**src/rtl/pb_cond_pkg.sv**
```systemverilog
package pb_cond_pkg;

    localparam int unsigned PB_CNT_W = 8;

    typedef struct packed {
        logic                level_n;
        logic [PB_CNT_W-1:0] agree_cnt;
    } pb_filt_t;

    localparam pb_filt_t PB_FILT_RST = '{level_n: 1'b1, agree_cnt: '0};

    function automatic logic [PB_CNT_W-1:0] pb_last_idx(input int unsigned samples);
        return PB_CNT_W'(samples - 1);
    endfunction

endpackage

```
**src/rtl/pb_sync2.sv**
```systemverilog
module pb_sync2 (
    input  logic clk,
    input  logic rst,
    input  logic d_async,
    output logic q_sync
);
    logic meta_q;

    always_ff @(posedge clk) begin
        if (rst) begin
            meta_q <= 1'b1;
            q_sync <= 1'b1;
        end else begin
            meta_q <= d_async;
            q_sync <= meta_q;
        end
    end
endmodule

```
**src/rtl/pb_agree_filter.sv**
```systemverilog
module pb_agree_filter
    import pb_cond_pkg::*;
#(
    parameter int unsigned SAMPLES = 4
) (
    input  logic clk,
    input  logic rst,
    input  logic sample_en,
    input  logic btn_sync_n,
    output logic level_n
);
    localparam logic [PB_CNT_W-1:0] LAST_IDX = pb_last_idx(SAMPLES);

    pb_filt_t st_q;

    always_ff @(posedge clk) begin
        if (rst) begin
            st_q <= PB_FILT_RST;
        end else if (sample_en) begin
            if (btn_sync_n == st_q.level_n) begin
                st_q.agree_cnt <= '0;
            end else if (st_q.agree_cnt == LAST_IDX) begin
                st_q.level_n   <= btn_sync_n;
                st_q.agree_cnt <= '0;
            end else begin
                st_q.agree_cnt <= st_q.agree_cnt + 1'b1;
            end
        end
    end

    assign level_n = st_q.level_n;

    AST_COUNT_IN_RANGE: assert property (@(posedge clk) disable iff (rst)
        st_q.agree_cnt <= LAST_IDX);
    AST_NO_SAMPLE_NO_CHANGE: assert property (@(posedge clk) disable iff (rst)
        !sample_en |=> $stable(level_n));
    AST_MATCH_CLEARS: assert property (@(posedge clk) disable iff (rst)
        (sample_en && btn_sync_n == level_n) |=> (st_q.agree_cnt == '0));
endmodule

```
**src/rtl/pb_fall_pulse.sv**
```systemverilog
module pb_fall_pulse (
    input  logic clk,
    input  logic rst,
    input  logic level_n,
    output logic pulse
);
    logic level_q;

    always_ff @(posedge clk) begin
        if (rst) level_q <= 1'b1;
        else     level_q <= level_n;
    end

    assign pulse = level_q & ~level_n;

    AST_PULSE_SINGLE: assert property (@(posedge clk) disable iff (rst)
        pulse |=> !pulse);
    AST_PULSE_ONLY_LOW: assert property (@(posedge clk) disable iff (rst)
        pulse |-> !level_n);
endmodule

```
**src/rtl/pb_press_cond.sv**
```systemverilog
module pb_press_cond
    import pb_cond_pkg::*;
#(
    parameter int unsigned SAMPLES = 4
) (
    input  logic clk,
    input  logic rst,
    input  logic btn_raw_n,
    input  logic sample_en,
    output logic btn_level_n,
    output logic press_pulse
);
    logic btn_sync_n;

    pb_sync2 u_sync (
        .clk     (clk),
        .rst     (rst),
        .d_async (btn_raw_n),
        .q_sync  (btn_sync_n)
    );

    pb_agree_filter #(.SAMPLES(SAMPLES)) u_filt (
        .clk        (clk),
        .rst        (rst),
        .sample_en  (sample_en),
        .btn_sync_n (btn_sync_n),
        .level_n    (btn_level_n)
    );

    pb_fall_pulse u_pulse (
        .clk     (clk),
        .rst     (rst),
        .level_n (btn_level_n),
        .pulse   (press_pulse)
    );

    initial begin
        if (SAMPLES < 1 || SAMPLES > 255)
            $error("SAMPLES out of range");
    end

    AST_RESET_STATE: assert property (@(posedge clk)
        rst |=> (btn_level_n && !press_pulse));
    AST_FALL_GIVES_PULSE: assert property (@(posedge clk) disable iff (rst)
        $fell(btn_level_n) |-> press_pulse);
endmodule

```
**config.mk**
```make
export PLATFORM = sky130hd
export DESIGN_NAME = pb_press_cond
export DESIGN_NICKNAME = d
export VERILOG_FILES = /design/src/rtl/pb_cond_pkg.sv /design/src/rtl/pb_sync2.sv /design/src/rtl/pb_agree_filter.sv /design/src/rtl/pb_fall_pulse.sv /design/src/rtl/pb_press_cond.sv
export SDC_FILE = /design/constraint.sdc
export NUM_CORES = 1
export LEC_CHECK = 0
export BUFFER_PORTS_ARGS = -buffer_cell sky130_fd_sc_hd__buf_2
export CORE_MARGIN = 10
export CORE_UTILIZATION = 30
export DETAILED_ROUTE_END_ITERATION = 6
export MAX_ROUTING_LAYER = met4
export PLACE_DENSITY = 0.52
export SYNTH_ARGS = -nofsm -noshare
export SYNTH_HDL_FRONTEND = slang
export SYNTH_SLANG_ARGS = --single-unit
```
**constraint.sdc**
```tcl
create_clock -name clk -period 3.4 [get_ports clk]
set_clock_uncertainty 0.1 [all_clocks]
set_input_delay 0.17 -clock clk [delete_from_list [all_inputs] [get_ports clk]]
set_output_delay 0.17 -clock clk [all_outputs]
set_load 0.05 [all_outputs]
```
### After elaboration in Yosys (flattened, before gate mapping)

Cells that the tools add are included.
Widths: inputs -> output; s select.

* memories: 0
* bits in writable memories: 0
* ROM bits: 0
* flip-flop bits (word level): 12
* bits in latches: 0

* add/subtract/negate cells: 1
* equality and inequality tests: 2
* muxes and demuxes: 2
* $mul: 0
* div/mod/pow operators: 0
* shift operators: 0
* bitwise gates (word level): 3
* reductions and logical operators: 1
* $lt $le $gt $ge: 0

Operators with widths (count)
* $mux 8: 2
* $add 8x1->8 const B: 1
* $eq 8x2->1 const B: 1
* $reduce_and 3->1: 1
* $not 1->1: 2
* $and 1x1->1: 1
* $eq 1x1->1: 1

### Depth between registers and ports, before layout

* depth after elaboration: 3
* gate-level depth with buffers: 5
* depth with buffers taken out: 5

### Cells and area by module

From an unflattened synthesis, not the netlist that was laid out.

* cell total of the unflattened synthesis: 57
* area total of the unflattened synthesis: 566.8 µm²

By module, submodules not included
* pb_agree_filter: times used 1, cells each 50, area each 479.2 µm²
* pb_sync2: times used 1, cells each 4, area each 52.6 µm²
* pb_fall_pulse: times used 1, cells each 3, area each 35.0 µm²

### Worst setup path before layout

No wires, ideal clock.

* path kind: register to register
* start point: register, netlist name u_filt.level_n
* end point: register u_filt.st_q[6] (netlist bit)
* path buffers: 0
* path slack: 1535 ps
* data required time: 3226 ps
* data arrival time: 1691 ps
* cell stages (with the launch flop): 5
* clock period less this slack: 1865 ps
* path through: dfxtp_1 xnor2_1 a2111oi_4 a41oi_1 a31oi_1

* cells in the longest elaborated chain, start to end: 2

Ends and longest elaborated chain
* $eq 1x1->1: line pb_agree_filter.sv:20 `if (btn_sync_n == st_q.level_n) begin`
* $mux 8: line pb_agree_filter.sv:20
* end, declared: line pb_agree_filter.sv:14 `pb_filt_t st_q;`

No other way between the ends.
A chain may end at the register's enable or synchronous reset.

### Final worst setup path

* start point: register u_filt.st_q[0] (netlist bit)
* end point: register u_filt.st_q[6] (netlist bit)

* cells in the longest elaborated chain, start to end: 3
* elaborated cells between the ends (all ways): 4

Ends and longest elaborated chain
* $add 8x1->8 or $eq 8x2->1 (tied branches): line pb_agree_filter.sv:26, pb_agree_filter.sv:22
* $mux 8 (*): line pb_agree_filter.sv:22 `end else if (st_q.agree_cnt == LAST_IDX) begin`
* $mux 8 (*): line pb_agree_filter.sv:20

Mark *: on every way between the ends. The rest lies on a longest branch, timed or not.

==> impl_summary.txt <==
----------------------------------------------------
[Critical path]
  Critical-path top delay cell ... sky130_fd_sc_hd__a2111oi_4
  Critical Path RT ... 3.50 ns
  Series of cell instances along the critical path ... ha_1 -> nor4b_2 -> a2111oi_4 -> a41oi_1 -> a31oi_1
  Sort of element at the end of the critical path ... flop
  Worst Path Arrival ... 1.99 ns
  Largest driver fanout on the critical path ... 9
  CP peak stage delay ... 0.56 ns
  Worst Path Class, Setup ... reg -> reg
  Launching element type of the critical path ... flop

[Global routing]
  Wire length of the first global-routing pass ... 1920 microns
  Maximum number of pins on one net before global-route repair ... 11
  Vias in the first global route ... 402
  Initial antenna violation count ... 0
  Global-route usage over all layers ... 6.34%
  Total grt overflow ... 0

[CTS]
  Sink count of the clock tree ... 12
  Clock root buffer ... sky130_fd_sc_hd__clkbuf_4
  TritonCTS Buffers ... 3
  Count of buffers added by post-CTS timing repair for setup ... 0
  Clock network latency to the later pin of the worst-skew pair ... 0.27 ns
  CTS tree ... built
  Number of instances resized during post-cts repair ... 0
  Clock slew at reported path FFs ... 0.07 ns
  Number of buffers on the longest clock path ... 2
  Number of H-tree levels ... 1

[Logic synthesis]
  Post-synthesis instance area ... 586 sq um
  Main combinational cell family by area after synthesis ... simple AND/OR/NAND/NOR gates
  Area fraction in compound gates after synthesis ... 16.7%
  Count of different cell masters after synthesis ... 26
  Mux cell area share after synthesis ... 6.84%
  Post-synthesis share of cell area spent on full adders, half adders and majority gates ... 4.27%
  Number of warnings issued by yosys ... 0
  Count of mapped cells out of synthesis ... 61
  Post-Synth Simple-Gate Area ... 26.3%
  Sequential-to-total area share from yosys stat ... 41.0%
  Synthesized flop and latch total ... 12
  Mean Syn Cell Area ... 9.60 sq um
  XOR/XNOR share of the synthesized area ... 2.99%
  Net Count, Synth ... 67

[Finish]
  Commonest cells after routing, fill and taps aside ... sky130_fd_sc_hd__dfxtp_1 (12), sky130_fd_sc_hd__nand3_1 (6), sky130_fd_sc_hd__buf_2 (5)
  Number of nets at the end of the flow ... 76
  Area taken by flip-flops and latches ... 240 sq um
  Area delta synth->final ... 13.9%
  Area of the multi-input gates ... 334 sq um
  Most common cell after layout, fill and taps aside ... sky130_fd_sc_hd__dfxtp_1
  Final antenna diode count ... 0
  Filler cell count ... 186
  Share of cells above drive strength 1 ... 22.1%
  Final design area excluding fillers ... 667 sq um

[Floorplanning]
  Row Count ... 15
  Die outline height ... 64.2 microns
  Die outline width ... 64.2 microns
  DIE AREA ... 4120 sq um
  Starting density of the core ... 32.8%
  Number of primary I/O pins ... 6
  Placeable core area ... 1780 sq um

[Timing]
  Final min period ... 1.88 ns
  Setup TNS ... 0 ns
  Maximum clock frequency ... 531 MHz
  Setup-violating endpoint count in the final report ... 0
  Final Hold Viols ... 0
  Final worst path period share ... 55.4%
  Final count of pins violating max slew ... 0
  Worst slew margin ... 61.5%
  Worst-Margin Slew ... 0.577 ns
  Setup repair after global routing missed its margin ... no

[Routing]
  Wirelength, routed ... 1100 microns
  Drt pass-1 iters ... 4
  Via count ... 450
  Final ANT Viol Nets ... 0
  Violation count after the first detailed-routing iteration ... 27
  Wire length per cell after detailed routing ... 11.8 microns
  DRC violation count after routing ... 0
  Post-DR vias/cell ... 4.84

[Place]
  Placed Instance Area ... 634 sq um
  Number of buffer cells added on primary ports ... 5
  Routability congestion estimate from global placement ... 0.857

[Status]
  Result of the run ... complete, no violations

[Pwr]
  Leakage power ... 0.248 nW
  IR Drop Worst-Case VDD ... 106 uV
  Power density normalized to cell area ... 363 nW/um^2

[Hold path]
  Classification of the worst-slack hold path ... in -> reg

[Run]
  Max-capacitance violation count ... 0

----------------------------------------------------
-- layout make-up --
class                   count  share of cell area, %
multi-input cells          46                   50.1
inverters                   1                  0.563
well taps                  25                   4.69
clock buffers               3                   3.38
flip-flops and latches     12                   36.0
repair buffers              6                   5.25
-- critical path: cells and delay by family (launching register included) --
kind | cells | cell delay (ns)
AOI/OAI and AO/OA | 3 | 0.92
DFF | 1 | 0.37
adders and majority gates | 1 | 0.23
and+or+nand+nor | 1 | 0.18
-- path summary, 6_finish.rpt --
path	cells after the start	slack, ns	start	endpoint
min reg2reg	1	0.31	u_sync.meta_q	u_sync.q_sync
min	2	0.1	rst	u_filt.st_q[4]
max reg2reg	5	1.52	u_filt.st_q[0]	u_filt.st_q[6]
max	5	1.52	u_filt.st_q[0]	u_filt.st_q[6]
-- synthesized netlist by cell type, drive strengths merged --
| cell type | number | area (sq um) |
|---|---|---|
| nor2 | 4 | 15.0 |
| clkbuf | 1 | 3.75 |
| mux2i | 4 | 40.0 |
| a211oi | 1 | 7.51 |
| and3 | 2 | 12.5 |
| nand2 | 2 | 7.51 |
| nand4 | 2 | 12.5 |
| a31oi | 2 | 12.5 |
| a22o | 1 | 8.76 |
| a22oi | 1 | 7.51 |
| dfxtp | 12 | 240 |
| a21oi | 4 | 20.0 |
| ha | 2 | 25.0 |
| and2 | 1 | 6.26 |
| nor4b | 1 | 15.0 |
| a41oi | 1 | 8.76 |
| nand2b | 2 | 12.5 |
| xnor2 | 2 | 17.5 |
| o21ai | 1 | 5.00 |
| nand3 | 6 | 30.0 |
| a2111oi | 1 | 27.5 |
| nor3 | 1 | 10.0 |
| and2b | 1 | 7.51 |
| inv | 1 | 3.75 |
| or2 | 4 | 25.0 |
| buf | 1 | 3.75 |
-- registers in the layout, summed over array words and instances (netlist names) --
register,count
u_filt.st_q,8
u_filt.level_n,1
u_pulse.level_q,1
u_sync.meta_q,1
u_sync.q_sync,1
-- stage by stage --
step	std cells	setup WS, ns	hold WS (ns)	util [%]	power [mW]
floorplan	61	1.53	0.174	-	0.154
global placement	89	1.60	0.255	35.6	0.157
detailed placement	89	1.58	0.256	35.6	0.157
CTS	93	1.53	0.0880	37.4	0.250
global route	93	1.36	0.104	37.4	0.260
finish	93	1.52	0.0993	37.4	0.242
-- kinds of logic after synthesis --
group                      count (synthesis)
and+or+nand+nor                           26
AOI/OAI and AO/OA                         12
DFF                                       12
muxes                                      4
buffers and inverters                      3
xor gates and xnor gates                   2
adders and majority gates                  2
-- per-layer routing --
| layer | routed length (microns) | track usage, % | part of all wire, % | vias to the layer above |
|---|---|---|---|---|
| met5 | 0 | - | 0 | - |
| met4 | 59 | 8.56 | 5.4 | 0 |
| met3 | 28 | 2.44 | 2.6 | 6 |
| met2 | 451 | 6.97 | 41 | 10 |
| met1 | 557 | 7.21 | 51 | 197 |
| li1 | - | - | - | 237 |
-- repair_timing --
item | CTS | global route
hold buffers | 1 | 0
endpoints found under the setup margin | 0 | 0
endpoints found under the hold margin | 1 | 0
-- report_power, final --
part | total [mW] | internal (mW) | switching (mW)
clock | 0.0874 | 0.0411 | 0.0463
combinational | 0.0122 | 0.00534 | 0.00683
sequential | 0.143 | 0.142 | 0.000973
Note: power is estimated with default switching activity, not from simulation.
